$ cat src/rtl/irqc_pkg.sv
`timescale 1ns/1ps
package irqc_pkg;

    // Word index of each register; byte address is index * 4.
    typedef enum logic [2:0] {
        RI_STATUS = 3'd0,
        RI_PEND   = 3'd1,
        RI_ENABLE = 3'd2,
        RI_ACK    = 3'd3,
        RI_SETEN  = 3'd4,
        RI_CLREN  = 3'd5,
        RI_VECTOR = 3'd6,
        RI_MASTER = 3'd7
    } reg_idx_e;

    localparam int unsigned NUM_WORDS     = 8;
    localparam int unsigned MASTER_W      = 2;
    localparam int unsigned MSTR_OUT_BIT  = 0;
    localparam int unsigned MSTR_CAP_BIT  = 1;
    localparam int unsigned BE_W          = 4;

endpackage

$ cat src/rtl/irqc_src_capture.sv
`timescale 1ns/1ps
module irqc_src_capture #(
    parameter int unsigned NUM_SRC  = 32,
    parameter logic [NUM_SRC-1:0] SRC_KIND = '0
) (
    input  logic [NUM_SRC-1:0] src_now,
    input  logic [NUM_SRC-1:0] src_prev,
    input  logic               cap_en,
    output logic [NUM_SRC-1:0] set_mask
);

    // Per source: level sources pass the input, edge sources detect a rise.
    for (genvar g = 0; g < NUM_SRC; g++) begin : g_src
        if (SRC_KIND[g]) begin : g_edge
            assign set_mask[g] = cap_en & src_now[g] & ~src_prev[g];
        end else begin : g_level
            assign set_mask[g] = cap_en & src_now[g];
        end
    end

endmodule

$ cat src/rtl/irqc_lowest_first.sv
`timescale 1ns/1ps
module irqc_lowest_first #(
    parameter int unsigned N     = 32,
    localparam int unsigned IDX_W = (N > 1) ? $clog2(N) : 1
) (
    input  logic             clk,
    input  logic             rst_n,
    input  logic [N-1:0]     req,
    output logic [IDX_W-1:0] idx,
    output logic             valid
);

    always_comb begin
        idx   = '0;
        valid = 1'b0;
        for (int i = N - 1; i >= 0; i--) begin
            if (req[i]) begin
                idx   = IDX_W'(i);
                valid = 1'b1;
            end
        end
    end

    // reported index is set and nothing below it is set.
    p_vec_lowest_r6: assert property (@(posedge clk) disable iff (!rst_n)
        valid |-> (req[idx] && ((req & ((N'(1) << idx) - N'(1))) == '0)));

    // no request means no valid vector.
    p_vec_empty_r6: assert property (@(posedge clk) disable iff (!rst_n)
        (req == '0) |-> !valid);

endmodule

$ cat src/rtl/irqc_top.sv
`timescale 1ns/1ps
module irqc_top
    import irqc_pkg::*;
#(
    parameter int unsigned NUM_SRC  = 32,
    parameter int unsigned DATA_W   = 32,
    parameter int unsigned ADDR_W   = 6,
    parameter logic [NUM_SRC-1:0] SRC_KIND = 32'hFFFF_0000
) (
    input  logic               clk,
    input  logic               rst_n,
    input  logic [NUM_SRC-1:0] irq_src,
    input  logic               wr_en,
    input  logic [ADDR_W-1:0]  addr,
    input  logic [BE_W-1:0]    wr_be,
    input  logic [DATA_W-1:0]  wdata,
    output logic [DATA_W-1:0]  rdata,
    output logic               irq_out
);

    localparam int unsigned WORD_AW = ADDR_W - 2;
    localparam int unsigned IDX_W   = (NUM_SRC > 1) ? $clog2(NUM_SRC) : 1;

    typedef struct packed {
        logic [NUM_SRC-1:0]  status;
        logic [NUM_SRC-1:0]  enable;
        logic [MASTER_W-1:0] master;
        logic [NUM_SRC-1:0]  prev;
    } state_t;

    state_t st_d, st_q;

    logic [WORD_AW-1:0] word_idx;
    logic               word_mapped;
    logic               acc_aligned;
    logic               wr_ok;
    reg_idx_e           sel;
    logic [NUM_SRC-1:0] wmask;
    logic [NUM_SRC-1:0] cap_set;
    logic [NUM_SRC-1:0] pend;
    logic [IDX_W-1:0]   vec_idx;
    logic               vec_valid;
    logic [DATA_W-1:0]  vec_word;

    // Address decode: full-word, aligned, mapped writes only.
    assign word_idx    = addr[ADDR_W-1:2];
    assign word_mapped = ({{(32-WORD_AW){1'b0}}, word_idx} < 32'(NUM_WORDS));
    assign acc_aligned = (addr[1:0] == 2'b00);
    assign sel         = reg_idx_e'(word_idx[2:0]);
    assign wr_ok       = wr_en && acc_aligned && word_mapped && (wr_be == '1);
    assign wmask       = wdata[NUM_SRC-1:0];

    irqc_src_capture #(
        .NUM_SRC  (NUM_SRC),
        .SRC_KIND (SRC_KIND)
    ) i_capture (
        .src_now  (irq_src),
        .src_prev (st_q.prev),
        .cap_en   (st_q.master[MSTR_CAP_BIT]),
        .set_mask (cap_set)
    );

    assign pend = st_q.status & st_q.enable;

    irqc_lowest_first #(
        .N (NUM_SRC)
    ) i_prio (
        .clk   (clk),
        .rst_n (rst_n),
        .req   (pend),
        .idx   (vec_idx),
        .valid (vec_valid)
    );

    assign vec_word = vec_valid ? DATA_W'(vec_idx) : '1;
    assign irq_out  = st_q.master[MSTR_OUT_BIT] && vec_valid;

    // Next-state logic: software write first, then hardware capture on top.
    always_comb begin
        st_d      = st_q;
        st_d.prev = irq_src;
        if (wr_ok) begin
            case (sel)
                RI_STATUS: begin
                    if (!st_q.master[MSTR_CAP_BIT]) begin
                        st_d.status = wmask;
                    end
                end
                RI_ACK:    st_d.status = st_q.status & ~wmask;
                RI_SETEN:  st_d.enable = st_q.enable | wmask;
                RI_CLREN:  st_d.enable = st_q.enable & ~wmask;
                RI_MASTER: st_d.master = wdata[MASTER_W-1:0];
                default: ;
            endcase
        end
        st_d.status = st_d.status | cap_set;
    end

    always_ff @(posedge clk) begin
        if (!rst_n) begin
            st_q <= '0;
        end else begin
            st_q <= st_d;
        end
    end

    // Read path: combinational, zero for write-only and unmapped words.
    always_comb begin
        rdata = '0;
        if (acc_aligned && word_mapped) begin
            case (sel)
                RI_STATUS: rdata = DATA_W'(st_q.status);
                RI_PEND:   rdata = DATA_W'(pend);
                RI_ENABLE: rdata = DATA_W'(st_q.enable);
                RI_VECTOR: rdata = vec_word;
                RI_MASTER: rdata = DATA_W'(st_q.master);
                default:   rdata = '0;
            endcase
        end
    end

    // master word takes the low two written bits.
    p_master_r4: assert property (@(posedge clk) disable iff (!rst_n)
        ($past(rst_n) && $past(wr_ok && sel == RI_MASTER))
        |-> (st_q.master == $past(wdata[MASTER_W-1:0])));

    // capture off and no status write => status gains no bits.
    p_nocap_r4: assert property (@(posedge clk) disable iff (!rst_n)
        ($past(rst_n) && !$past(st_q.master[MSTR_CAP_BIT])
         && !$past(wr_ok && sel == RI_STATUS))
        |-> ((st_q.status & ~$past(st_q.status)) == '0));

    // capture on => new status bits come only from capture.
    p_swlock_r10: assert property (@(posedge clk) disable iff (!rst_n)
        ($past(rst_n) && $past(st_q.master[MSTR_CAP_BIT]))
        |-> ((st_q.status & ~$past(st_q.status) & ~$past(cap_set)) == '0));

    // acknowledge with capture off leaves masked bits clear.
    p_ack_r8: assert property (@(posedge clk) disable iff (!rst_n)
        ($past(rst_n) && $past(wr_ok && sel == RI_ACK)
         && !$past(st_q.master[MSTR_CAP_BIT]))
        |-> ((st_q.status & $past(wmask)) == '0));

    // set-enable leaves all requested bits set.
    p_seten_r9: assert property (@(posedge clk) disable iff (!rst_n)
        ($past(rst_n) && $past(wr_ok && sel == RI_SETEN))
        |-> ((st_q.enable & $past(wmask)) == $past(wmask)));

    // clear-enable leaves all requested bits clear.
    p_clren_r9: assert property (@(posedge clk) disable iff (!rst_n)
        ($past(rst_n) && $past(wr_ok && sel == RI_CLREN))
        |-> ((st_q.enable & $past(wmask)) == '0));

    // request only with something pending and output enabled.
    p_irq_r7: assert property (@(posedge clk) disable iff (!rst_n)
        irq_out |-> ((pend != '0) && st_q.master[MSTR_OUT_BIT]));

endmodule

$ cat config.mk
export PLATFORM = sky130hd
export DESIGN_NAME = irqc_top
export DESIGN_NICKNAME = d
export VERILOG_FILES = /design/src/rtl/irqc_pkg.sv /design/src/rtl/irqc_src_capture.sv /design/src/rtl/irqc_lowest_first.sv /design/src/rtl/irqc_top.sv
export SDC_FILE = /design/constraint.sdc
export NUM_CORES = 1
export LEC_CHECK = 0
export ABC_AREA = 1
export BUFFER_PORTS_ARGS = -buffer_cell sky130_fd_sc_hd__buf_2
export CORE_MARGIN = 1.5
export CORE_UTILIZATION = 53
export CTS_CLUSTER_SIZE = 20
export DETAILED_ROUTE_END_ITERATION = 8
export PLACE_DENSITY = 0.87
export RECOVER_POWER = 25
export SETUP_SLACK_MARGIN = 0.1
export SLEW_MARGIN = 0
export SYNTH_ARGS = -nofsm -noshare
export SYNTH_HDL_FRONTEND = slang
export SYNTH_SLANG_ARGS = --single-unit
export TNS_END_PERCENT = 100
$ cat constraint.sdc
create_clock -name clk -period 4 [get_ports clk]
set_input_delay 0.4 -clock clk [delete_from_list [all_inputs] [get_ports clk]]
set_output_delay 0.4 -clock clk [all_outputs]
set_load 0.03 [all_outputs]
==> run_results.csv, run 1 <==
group,metric,value,unit
status,run_status,"completed",
finish,drive_gt1_share,16.34,%
critical_path,cp_slowest_stage_delay,1.23,ns
route,number_of_nets_with_antenna_violations_after_detailed_routing,0,
timing,final_max_slew_viol_count,0,
cts,clk_transition_reported_paths,0.08,ns
global_routing,grt_overflow_total,0,
logic_synthesis,ys_seq_area_share,34.10,%
critical_path,worst-setup-path-type,"in2out",
logic_synthesis,synth.lib_cells_used.distinct,32,
place,finalWeightedCongestion,0.8821,
cts,post_cts_resized,0,
route,routed-via-count,5465,
critical_path,critPathTopFamily,"simple AND/OR/NAND/NOR gates",
critical_path,startpoint_type,"input port",
finish,seq_area,1642,um2
global_routing,grt_start_max_net_pins,36,
logic_synthesis,syn-cell-area,4815,um2
floorplanning,fp.dieH,98.31,um
logic_synthesis,synth_ff_type,"dfxtp_1",
route,initialDrtViolationCount,441,
route,first_pass_iters,5,
place,placed_cell_area,5410,um2
power_and_ir_drop,cellLeakagePower,0.002918,uW
min_path,hp-class,"in2reg",
power_and_ir_drop,p_per_area,285.0,nW/um2
cts,postCtsSetupRepairBufs,0,
timing,setup_viol,0,
cts,clk_latency,0.37,ns
finish,nets,935,
critical_path,timing.critical_path.buf_inv,3,
floorplanning,die_w,98.31,um
logic_synthesis,synth.largest_area_cell,"dfxtp_1",
route,route.final.wire_length,14010,um
route,post-route-drc-count,0,
timing,worst_pin_slew,1.422,ns
floorplanning,fp.coreArea,8763,um2
critical_path,critical-path-slowest-cell,"nor2_1",
cts,root_buffer,"clkbuf_8",
finish,fillers,839,
critical_path,worstPathArrival,3.17,ns
place,post_dp_hpwl,9375,um
flow_run,maxCapViolCount,0,
critical_path,cp_cell_sequence,"clkbuf_2, nor2_1, buf_4, a22oi_1, a21oi_1, buf_2",
logic_synthesis,ys_seq_elements,82,
logic_synthesis,synth_top_cell_area_share,34.10,%
timing,final_hold_viol_count,0,
timing,min_period_over_period,89.17,%
route,via_density_per_instance,5.622,
timing,timing.clock.skew,0.006912,ns
logic_synthesis,ys_warn_count,0,
logic_synthesis,synth_edf_count,0,
cts,post_cts_hold_buffer_count,0,
logic_synthesis,synth_top_cells_by_area,"dfxtp_1 34%, nand2_1 13%, inv_1 9.7%, o21ai_0 8.8%, a21oi_1 8.4%",
global_routing,antenna_found_initial,1,
global_routing,globalRouteTotalUtil,29.62,%
place,port_buffers,109,
timing,max_freq,280.4,MHz
logic_synthesis,async_reset_ff_share,0,%
floorplanning,die_area,9665,um2
floorplanning,fp-row-count,34,
logic_synthesis,post_synth_inst_count,771,
timing,slew_headroom,5.171,%
finish,area_growth,16.19,%
critical_path,worst_ep_required_time,3.60,ns
finish,multi_input_comb_area,2517,um2
finish,final_cell_area,5594,um2
cts,cts.sinks,82,
timing,grt_setup_unrepaired,"no",
timing,totalNegativeSetupSlack,0,ns
global_routing,global_route_wire_length_before_repair,23320,um
logic_synthesis,ys_top_cells_by_count,"167 x nand2_1, 125 x inv_1, 85 x o21ai_0, 82 x dfxtp_1",
logic_synthesis,yosysMostFrequentCell,"nand2_1",
cts,clock_tree_from_tritoncts,"built",
floorplanning,boundaryPins,110,
critical_path,cp-end-kind,"primary output",
critical_path,worstPathMaxFanout,35,
cts,numCtsBuffers,9,
cts,htree_num_levels,3,
floorplanning,floorplan.initialDensity,54.94,%
logic_synthesis,total_nets_after_synthesis,848,
logic_synthesis,avgSynthCellArea,6.245,um2
timing,final.min_clock_period,3.567,ns
power_and_ir_drop,ir_worst_vdd,0.0001572,V
cts,cts.path.max_buffers,2,
global_routing,first_global_vias,5111,
route,post_drt_wl_per_cell,14.41,um
cell usage in the layout, fill, tap and decap left out, drive strengths merged:
cell / Yosys / layout
o21ai: 85 / 85
diode: 0 / 1
a211o: 1 / 1
clkbuf: 37 / 15
bufinv: 0 / 1
nand4: 15 / 15
clkinv: 2 / 6
o22ai: 2 / 2
nand3: 3 / 3
inv: 130 / 130
a22oi: 6 / 6
nor3: 18 / 18
o221ai: 15 / 15
nand2: 170 / 170
nor2: 81 / 81
a2111oi: 2 / 2
o311ai: 3 / 3
and3: 1 / 1
a21oi: 82 / 82
dfxtp: 82 / 82
a31oi: 2 / 2
nand3b: 1 / 1
o211ai: 1 / 1
nor4: 3 / 3
buf: 5 / 114
a221oi: 24 / 24
per-stage QoR:
step	hold WS (ns)	setup slack [ns]	power, uW	instances	util, %
2_1_floorplan	0.4426	1.512	926.2	771	-
3_3_place_gp	0.4720	1.022	994.1	955	61.74
3_5_place_dp	0.4721	0.9590	996.2	955	61.74
4_1_cts	0.2206	0.8235	1592	971	63.96
5_1_grt	0.2184	0.3247	1652	971	63.81
6_report	0.2208	0.4333	1594	972	63.83
worst register-to-register path, delay by kind of cell, from the launching register on:
family | cells | cell delay (ns)
and+or+nand+nor | 3 | 0.94
buffers and inverters | 2 | 0.49
DFF | 1 | 0.35
AOI/OAI and AO/OA | 2 | 0.26
path summary, 6_finish.rpt:
path                    start        end  slack, ns  cells after the start
setup reg to reg     st_q[33]   st_q[79]       1.86                      7
setup / recovery      addr[2]  rdata[26]       0.43                      6
hold / removal    irq_src[29]   st_q[29]       0.22                      3
hold reg to reg      st_q[32]   st_q[32]       0.50                      2
per-layer routing:
metal	GRT usage [%]	wire length, um	vias up
met5	0	0	-
met1	38.96	5890	2418
met2	48.58	6569	294
met4	11.38	325	0
met3	5.082	1226	35
li1	-	-	2718
area by class of cell:
cell class,instances,share of cell area [%]
diodes,1,0.04473
flip-flops and latches,82,29.34
well taps,108,2.416
inverters,132,8.857
repair buffers,118,10.85
clock buffers,11,2.527
clock inverters,5,0.9618
multi-input cells,515,45.00
report_power, final:
part / internal (uW) / switching [uW]
sequential: 824 / 2.44
combinational: 49.8 / 102
clock: 304 / 312
total: 1180 / 416
kinds of logic (layout without fill, tap and decap cells):
| kind of cell | Yosys count | count (layout) | synth area share, % |
|---|---|---|---|
| compound gates | 223 | 223 | 27.24 |
| buf+inv | 174 | 266 | 13.62 |
| flops | 82 | 82 | 34.10 |
| other cells | 0 | 1 | 0 |
| simple gates | 292 | 292 | 25.05 |
No activity file was read; power rests on OpenSTA's default activity.
==> run 2: changes to the inputs <==
--- a/config.mk
+++ b/config.mk
@@ -5,7 +5,7 @@
 export SDC_FILE = /design/constraint.sdc
 export NUM_CORES = 1
 export LEC_CHECK = 0
-export ABC_AREA = 1
+export ABC_AREA = 0
 export BUFFER_PORTS_ARGS = -buffer_cell sky130_fd_sc_hd__buf_2
 export CORE_MARGIN = 1.5
 export CORE_UTILIZATION = 53
@@ -13,7 +13,7 @@
 export DETAILED_ROUTE_END_ITERATION = 8
 export PLACE_DENSITY = 0.87
 export RECOVER_POWER = 25
-export SETUP_SLACK_MARGIN = 0.1
+export SETUP_SLACK_MARGIN = 0.3
 export SLEW_MARGIN = 0
 export SYNTH_ARGS = -nofsm -noshare
 export SYNTH_HDL_FRONTEND = slang
==> run 2 against run 1 <==
  * The flow now finishes with violations (max-capacitance violations, max-slew violations)
  * Cell count shrank 14%
  * First-iteration DRC count grew 19%
  * Sequential share of layout area up 0.56 points
  * Final area is 1.9% lower
  * Critical path type unchanged
  * Via count is 2.6% lower
  * Clock power decreased by 4.1%
  * Critical endpoint is now rdata[31]
  * Non-clock buffer count is 1 lower
  * Clock-buffer cell count stayed put
==> run_results.csv, run 2 <==
group,metric,value,unit
critical_path,timing.critical_path.buf_inv,3,
timing,final.min_clock_period,3.344,ns
cts,htree_num_levels,3,
status,run_status,"finished with violations",
timing,totalNegativeSetupSlack,0,ns
floorplanning,boundaryPins,110,
logic_synthesis,synth_top_cell_area_share,34.40,%
critical_path,worst-path-stages,6,
critical_path,startpoint_type,"input port",
timing,final_hold_viol_count,0,
critical_path,cp-end-kind,"primary output",
critical_path,cp_slowest_stage_delay,0.67,ns
global_routing,grt_overflow_total,0,
timing,grt_setup_unrepaired,"no",
finish,fillers,769,
cts,root_buffer,"clkbuf_8",
place,placed_cell_area,5309,um2
power_and_ir_drop,cellLeakagePower,0.001974,uW
status,violations,"max-capacitance violations, max-slew violations",
finish,antenna_cells,0,
finish,final_cell_area,5490,um2
global_routing,met1_usage,37.84,%
critical_path,cp_cell_sequence,"buf_2, or2_2, and3_1, buf_4, o21a_1, buf_2",
logic_synthesis,ys_warn_count,0,
logic_synthesis,post_synth_inst_count,651,
floorplanning,die_area,9582,um2
route,routed-via-count,5323,
critical_path,worst_r2r_path_depth,4,
logic_synthesis,synth.lib_cells_used.distinct,43,
logic_synthesis,ys_seq_area_share,34.40,%
timing,min_period_over_period,83.59,%
logic_synthesis,synth_edf_count,0,
logic_synthesis,async_reset_ff_share,0,%
floorplanning,fp.dieH,97.89,um
critical_path,critPathTopFamily,"simple AND/OR/NAND/NOR gates",
timing,max_freq,299.1,MHz
critical_path,worstPathMaxFanout,38,
global_routing,gr_met3_demand_resource,4.939,%
cts,clk_transition_reported_paths,0.08,ns
logic_synthesis,synth_top_cells_by_area,"dfxtp_1 34%, a21oi_1 12%, o21ai_0 7.2%, a311oi_1 5.9%, nand2_1 5.8%",
critical_path,cp_common_cell,"buf_2",
global_routing,gr-max-usage-layer,"met2",
critical_path,worstPathArrival,2.94,ns
finish,drive_gt1_share,19.13,%
global_routing,antenna_found_initial,0,
floorplanning,fp-row-count,34,
critical_path,critical-path-slowest-cell,"or2_2",
place,finalWeightedCongestion,0.9057,
min_path,hp-class,"in2reg",
logic_synthesis,synth.largest_area_cell,"dfxtp_1",
finish,final_common_cell,"a21oi_1",
power_and_ir_drop,p_per_area,283.7,nW/um2
critical_path,worst_ep_required_time,3.60,ns
route,route.final.wire_length,14200,um
finish,nets,804,
logic_synthesis,avgSynthCellArea,7.330,um2
floorplanning,die_w,97.89,um
cts,clk_latency,0.36,ns
cts,post_cts_resized,0,
route,post_drt_wl_per_cell,16.90,um
logic_synthesis,total_nets_after_synthesis,728,
route,number_of_nets_with_antenna_violations_after_detailed_routing,0,
cts,clock_tree_from_tritoncts,"built",
route,via_density_per_instance,6.337,
timing,timing.clock.skew,0.006421,ns
logic_synthesis,syn-cell-area,4772,um2
logic_synthesis,synth_ff_type,"dfxtp_1",
min_path,timing.hold.worst_path_depth,2,
cts,postCtsSetupRepairBufs,0,
place,post_dp_hpwl,9507,um
route,first_pass_iters,5,
route,post-route-drc-count,0,
flow_run,maxCapViolCount,1,
global_routing,groute.layer.met2.usage,48.12,%
finish,area_growth,15.05,%
cts,cts.path.max_buffers,2,
finish,commonest_cells_after_routing_fill_and_taps_aside,"119 x a21oi_1, 108 x buf_2, 82 x dfxtp_1",
global_routing,global_route_wire_length_before_repair,23200,um
global_routing,first_global_vias,4872,
timing,slew_headroom,-29.76,%
timing,setup_viol,0,
timing,final_max_slew_viol_count,45,
power_and_ir_drop,ir_worst_vdd,0.0002290,V
cts,cts.sinks,82,
logic_synthesis,ys_top_cells_by_count,"119 x a21oi_1, 82 x dfxtp_1, 74 x nand2_1, 69 x o21ai_0, 56 x nor2_1",
critical_path,worst-setup-path-type,"in2out",
logic_synthesis,yosysMostFrequentCell,"a21oi_1",
timing,worst_pin_slew,1.946,ns
cts,post_cts_hold_buffer_count,0,
route,initialDrtViolationCount,524,
place,port_buffers,109,
floorplanning,floorplan.initialDensity,54.72,%
floorplanning,fp.coreArea,8721,um2
logic_synthesis,ys_seq_elements,82,
global_routing,globalRouteTotalUtil,29.25,%
global_routing,grt_start_max_net_pins,65,
cts,numCtsBuffers,9,
## run 2: path summary, 6_finish.rpt
path,end,from,slack [ns]
max,rdata[31],addr[4],0.66
min,st_q[23],irq_src[23],0.26
max reg2reg,st_q[78],st_q[33],2.22
min reg2reg,st_q[32],st_q[32],0.50
## run 2: final cells by class
cell class	instances	area [um2]	area share, %
multi-input combinational	512	2908	52.96
sequential	82	1642	29.90
timing repair buffer	117	600.6	10.94
tap	108	135.1	2.461
clock buffer	11	131.4	2.393
clock inverter	5	55.05	1.003
inverter	5	18.77	0.3418
## run 2: kinds of logic (layout without fill, tap and decap cells)
family          count (synthesis)  in the layout  share of synthesized area [%]
compound gates                302            302                          39.49
simple gates                  208            208                          20.74
buf+inv                        57            138                          4.955
flops                          82             82                          34.40
mux                             2              2                         0.4195
## run 2: power by group
part	internal, uW	switching, uW	total (uW)	leakage (uW)
logic	44.0	95.1	139	0.00122
registers	824	2.76	827	0.000665
clock network	287	304	591	0.0000893
## run 2: routing by layer
layer | vias to the layer above | share of wire, %
li1 | 2534 | -
met3 | 42 | 9.4
met4 | 0 | 2.8
met5 | - | 0
met2 | 305 | 48
met1 | 2442 | 40
## run 2: metrics by stage
stage                     utilization [%]  setup slack, ns  cells  total power, uW  hold WS [ns]
after floorplan                         -            1.544    651            913.1        0.4461
after global placement              60.88           0.8104    824            976.1        0.4723
after CTS                           63.01           0.7205    840             1554        0.2552
final                               62.96           0.6562    840             1557        0.2575
after detailed placement            60.88           0.7266    824            982.3        0.4858
after global routing                62.96           0.5077    840             1607        0.2530
